--- config.mk ---
export PLATFORM = sky130hd
export DESIGN_NAME = scr130_top
export DESIGN_NICKNAME = d
export VERILOG_FILES = /design/src/rtl/scr130_pkg.sv /design/src/rtl/scr130_ctrl.sv /design/src/rtl/scr130_datapath.sv /design/src/rtl/scr130_top.sv
export SDC_FILE = /design/constraint.sdc
export NUM_CORES = 1
export LEC_CHECK = 0
export BUFFER_PORTS_ARGS = -buffer_cell sky130_fd_sc_hd__buf_2
export CAP_MARGIN = 20
export CORE_MARGIN = 3
export CORE_UTILIZATION = 50
export DETAILED_ROUTE_END_ITERATION = 10
export GPL_TIMING_DRIVEN = 0
export PLACE_DENSITY_LB_ADDON = 0.05
export SLEW_MARGIN = 20
export SYNTH_ARGS = -nofsm -noshare
export SYNTH_HDL_FRONTEND = slang
export SYNTH_HIERARCHICAL = 1
export SYNTH_SLANG_ARGS = --single-unit
--- constraint.sdc ---
create_clock -name clk -period 36.8 [get_ports clk]
set_clock_uncertainty 0.2 [all_clocks]
set_input_delay 5.52 -clock clk [delete_from_list [all_inputs] [get_ports clk]]
set_output_delay 5.52 -clock clk [all_outputs]
set_load 0.03 [all_outputs]
--- src/rtl/scr130_pkg.sv ---
package scr130_pkg;
  typedef struct packed {
    logic takeSeed;  // use seedIn instead of held state this cycle
    logic advance;   // a block is consumed, step state by payload width
    logic capture;   // register the coded word
  } scrStrobes_t;
endpackage

--- src/rtl/scr130_ctrl.sv ---
module scr130_ctrl
  import scr130_pkg::*;
(
  input  logic        clk,
  input  logic        rstN,
  input  logic        validIn,
  input  logic        seedLoad,
  output scrStrobes_t strb,
  output logic        validOut
);
  always_comb begin
    strb.takeSeed = seedLoad;
    strb.advance  = validIn;
    strb.capture  = validIn;
  end

  always_ff @(posedge clk) begin
    if (!rstN) validOut <= 1'b0;
    else       validOut <= validIn;
  end

  assert_valid_latency_R2: assert property (@(posedge clk) disable iff (!rstN)
    validIn |=> validOut);
  assert_idle_latency_R2: assert property (@(posedge clk) disable iff (!rstN)
    !validIn |=> !validOut);
endmodule

--- src/rtl/scr130_datapath.sv ---
module scr130_datapath
  import scr130_pkg::*;
#(
  parameter int PAY_W = 128,
  parameter int HDR_W = 2,
  parameter int ST_W  = 23,
  parameter logic [ST_W-1:0] TAP_MASK  = 23'h210125,
  parameter logic [ST_W-1:0] SEED_INIT = 23'h7FFFFF
) (
  input  logic                   clk,
  input  logic                   rstN,
  input  scrStrobes_t            strb,
  input  logic [HDR_W-1:0]       hdrIn,
  input  logic [PAY_W-1:0]       payloadIn,
  input  logic [ST_W-1:0]        seedIn,
  output logic [PAY_W+HDR_W-1:0] dataOut
);
  localparam int OUT_W = PAY_W + HDR_W;

  logic [ST_W-1:0]  stateQ;
  logic [ST_W-1:0]  curState;
  logic [ST_W-1:0]  walk;
  logic [ST_W-1:0]  stateNext;
  logic [PAY_W-1:0] keyStream;

  // Unrolled Galois stepping: one keystream bit per step, LSB first.
  always_comb begin
    curState = strb.takeSeed ? seedIn : stateQ;
    walk     = curState;
    for (int i = 0; i < PAY_W; i++) begin
      keyStream[i] = walk[ST_W-1];
      walk = {walk[ST_W-2:0], 1'b0} ^ (walk[ST_W-1] ? TAP_MASK : '0);
    end
    stateNext = strb.advance ? walk : curState;
  end

  always_ff @(posedge clk) begin
    if (!rstN) begin
      stateQ  <= SEED_INIT;
      dataOut <= '0;
    end else begin
      stateQ <= stateNext;
      if (strb.capture) dataOut <= {hdrIn, payloadIn ^ keyStream};
    end
  end

  assert_hdr_pass_R3: assert property (@(posedge clk) disable iff (!rstN)
    strb.capture |=> dataOut[OUT_W-1 -: HDR_W] == $past(hdrIn));
  assert_state_hold_R6: assert property (@(posedge clk) disable iff (!rstN)
    (!strb.advance && !strb.takeSeed) |=> $stable(stateQ));
  assert_seed_load_R7: assert property (@(posedge clk) disable iff (!rstN)
    (strb.takeSeed && !strb.advance) |=> stateQ == $past(seedIn));
  assert_out_hold_R11: assert property (@(posedge clk) disable iff (!rstN)
    !strb.capture |=> $stable(dataOut));
endmodule

--- src/rtl/scr130_top.sv ---
module scr130_top
  import scr130_pkg::*;
#(
  parameter int PAY_W = 128,
  parameter int HDR_W = 2,
  parameter int ST_W  = 23,
  parameter logic [ST_W-1:0] TAP_MASK  = 23'h210125,
  parameter logic [ST_W-1:0] SEED_INIT = 23'h7FFFFF
) (
  input  logic                   clk,
  input  logic                   rstN,
  input  logic                   validIn,
  input  logic [HDR_W-1:0]       hdrIn,
  input  logic [PAY_W-1:0]       payloadIn,
  input  logic                   seedLoad,
  input  logic [ST_W-1:0]        seedIn,
  output logic                   validOut,
  output logic [PAY_W+HDR_W-1:0] dataOut
);
  scrStrobes_t strb;

  scr130_ctrl uCtrl (
    .clk(clk), .rstN(rstN), .validIn(validIn), .seedLoad(seedLoad),
    .strb(strb), .validOut(validOut)
  );

  scr130_datapath #(
    .PAY_W(PAY_W), .HDR_W(HDR_W), .ST_W(ST_W),
    .TAP_MASK(TAP_MASK), .SEED_INIT(SEED_INIT)
  ) uDp (
    .clk(clk), .rstN(rstN), .strb(strb), .hdrIn(hdrIn),
    .payloadIn(payloadIn), .seedIn(seedIn), .dataOut(dataOut)
  );
endmodule

==> out/summary.md <==
The run finished with clean final reports. In the final layout, the multi-input gates occupy 15000 um2. Cell area after layout: 21100 um2. The clock passes through at most 2 buffers. Yosys printed 6 warnings. After detailed routing, the number of remaining DRC violations is 0. The number of diodes is 0, and the estimated wirelength of the detail-placed design is 41500 um.

Input and output buffers added on the ports amount to 283. For this run, the top clock speed supported by timing is 54.7 MHz. For the largest net degree at the start of global routing, the log shows 17. The final layout contains 1974 nets.

Of the total synthesized cell area, the portion taken by full adders, half adders and majority gates is 0%. The pre-antenna-repair detailed-routing pass consisted of 5 iterations. The logs give 154 for the number of sinks driven by the clock tree and 50800 um for the detailed-route wire length. The post-CTS repair timing setup buffer count was 0. In this run the worst hold path is classified as reg2reg.

The synthesized netlist devotes 66.9% of its cell area to XOR and XNOR gates. The logs give 0.271 ns for the worst hold margin and 0 for the post-route antenna net violation count. In the finished design, the share of the clock period the worst path needs comes to 49.7%.

Dividing the detail-routed wire length by the instance count gives 22.2 um. The number of gates given a new drive strength after cts is 0. In the synthesized netlist, the cells that appear most often are 424 x xnor2_1, 167 x xor2_1, 154 x dfxtp_1. The synthesized netlist devotes 2.32% of its cell area to compound gates. The leading cell type by number of instances after synthesis was xnor2_1. The slew at the pin closest to its max-slew limit was 1.20 ns. Across the whole layout, storage elements account for 3080 um2. The violation count after the first detailed-route iteration is 736, and the synthesis-to-layout area growth is 14.2%. The largest single stage delay on the critical path is 0.85 ns. The tools report the number of vias after detailed routing as 11700. The worst reg2reg path depth is 29, and the via-per-instance ratio is 5.11. The run gives 0 as the number of slew-limit violations in the final report. The worst path in the final design needs a cycle of 18.27 ns, including I/O delays and setup. Prior to clock tree synthesis, the placed netlist has a worst setup slack of 18.09 ns. The die extent in y is 198 um, and the via count of the first global-routing pass is 12200.

The count of state elements after synthesis was 154; the final count of hold timing violations was 0. Effective utilization at floorplan: 51.3%. Of the post-synthesis cell area, the part taken by muxes is 7.78%. After filler insertion, the fill cell instance count of the layout stands at 3119. The most used flip-flop cell after synthesis is dfxtp_1.

The mean post-synth cell area works out to 12.2 um2. The launching point of the worst reg2reg path was uDp/stateQ[20]. Pin placement for this block handled 288 I/O pins. Wire length of the first global-routing pass: 76000 um. Data arrives at the worst endpoint at 18.39 ns. Synthesis produced a netlist with a net count of 1672.

Setup repair after global routing left no endpoint under its margin. The tools report the number of setup violations in the final report as 0. Sequential cells were found to cover 16.7% of the synthesized design area.

For the final routed database, the setup TNS stands at 0 ns. The deepest level of the CTS H-tree was 4; the post-placement cell area was 20500 um2. Summing the areas of all and, or, nand and nor instances in the mapped netlist gives 4.15% of the synthesized area. The tools report the endpoint of the worst register-to-register path as uDp/stateQ[9].

The logs give 69 for the row count and 0 for the residual overflow from global routing. After synthesis, the largest family of logic cells by area is XOR/XNOR gates. Cells with a size suffix above 1 make up 27.2% of the layout. The number of antenna violations at the first check in global routing came out at 2. For flop-to-flop paths, the worst setup slack is 23.40 ns. The tool flagged a number of max-cap violations equal to 0.

After clock tree synthesis, the clock-pin slew on the worst setup and hold paths is 0.08 ns. Library cell with the largest summed area after synthesis: xnor2_1. In this run, post-CTS hold repair placed 0 buffers.

The share of flip-flops with an asynchronous set or reset after synthesis is 0%. The tree is rooted in a clkbuf_16. Ranked by total cell area, the synthesized netlist is headed by xnor2_1 20%, xnor3_1 18%, dfxtp_1 17%. Clock latency on the worst-skew pair, taken at its later pin, is 0.46 ns. The logs give 0.872 for the weighted congestion at the end of routability-driven global placement and 41 for the distinct cell type count of the synthesized netlist. STA classifies the critical path endpoint as a flip-flop.

The cell at the slowest stage of the critical path is xnor2_1. The count of flip-flops with a built-in enable after synthesis was 0. End of the worst hold path: uDp/dataOut[117].

Global routing used 26.1% of the available tracks. TritonCTS built the clock tree. The worst hold path passes through 2 cells. STA puts the critical path data required time at 36.92 ns.

The setup path with the least slack is of type in2reg. The area inside the core boundary was 36000 um2; the full die area was 39300 um2. Of all nets on the critical path, the largest fanout is 10. Measured against its own limit, the worst slew margin works out to 20.3%.

In this run the most critical hold path is launched from uDp/dataOut[117]. The number of CTS-inserted buffers was 17. The cell area that synthesis handed to floorplanning was 18500 um2. Count of mapped cells out of synthesis: 1515.

The horizontal die dimension came out at 198 um. Setup slack closes at 18.53 ns. The share of synthesized area in the top cell type comes to 20.1%.

The kind of start point of the critical path is a primary input.
## flip-flops by register name, summed over array words and instances (netlist names)
name            count
uDp/dataOut       130
uDp/stateQ         23
uCtrl/validOut      1
## routing by layer
layer / share of wire (%) / GRT usage, % / routed length [um]
met2: 48 / 44.1 / 24500
met4: 2.0 / 7.23 / 1040
met5: 0.069 / 0 / 35
met3: 4.3 / 3.64 / 2200
met1: 45 / 35.3 / 23000
## final cells by class
class,instances,area share (%)
buffer,62,1.80
clock buffer,19,2.10
clock inverter,12,0.884
inverter,4,0.0771
multi-input combinational,1295,71.1
sequential,154,14.6
tap,461,2.73
timing repair buffer,283,6.71
## cell families (layout without fill, tap and decap cells)
family / Yosys count / after routing
DFF: 154 / 154
and+or+nand+nor: 188 / 188
buffers and inverters: 66 / 380
muxes: 136 / 136
xor gates and xnor gates: 904 / 904
AOI/OAI and AO/OA: 67 / 67
## placed cells by master (no fill, tap or decap), drive strengths merged
| cell | instances |
|---|---|
| xnor3 | 234 |
| buf | 310 |
| o211ai | 3 |
| nor2 | 135 |
| a211oi | 33 |
| clkinv | 2 |
| inv | 6 |
| a311oi | 1 |
| a21oi | 12 |
| xor3 | 33 |
| xor2 | 186 |
| nand2 | 29 |
| mux2i | 124 |
| nand3b | 1 |
| and2 | 5 |
| o21ai | 18 |
| or2 | 1 |
| clkinvlp | 4 |
| bufinv | 4 |
| mux2 | 12 |
| xnor2 | 451 |
| dlygate4sd3 | 1 |
| dfxtp | 154 |
| clkbuf | 53 |
| nor2b | 2 |
| nand2b | 15 |
## metrics by stage
stage / instances / util (%)
finish: 2290 / 58.6
global route: 2290 / 58.6
CTS: 2290 / 58.6
detailed placement: 2259 / 56.9
global placement: 2259 / 56.9
floorplan: 1515 / -
## worst max-delay path, delay by kind of cell
family	cells	cell delay (ns)
compound gates	1	0.14
xor+xnor	24	11.46
buf+inv	5	0.75
mux	1	0.48
## how the worst max path moves through the flow
stage              from        endpoint  slack [ns]  cells after the start
2_1_floorplan  seedLoad  uDp/stateQ[21]       19.85                     30
3_3_place_gp   seedLoad   uDp/stateQ[9]       18.22                     30
3_5_place_dp   seedLoad   uDp/stateQ[9]       18.09                     30
4_1_cts        seedLoad   uDp/stateQ[9]       18.58                     30
5_1_grt        seedLoad   uDp/stateQ[9]       18.04                     30
6_report       seedLoad   uDp/stateQ[9]       18.53                     31
Power is left out: the tool's default activity adds up to more than one toggle a clock period on the data nets, which glitch-free logic cannot reach.
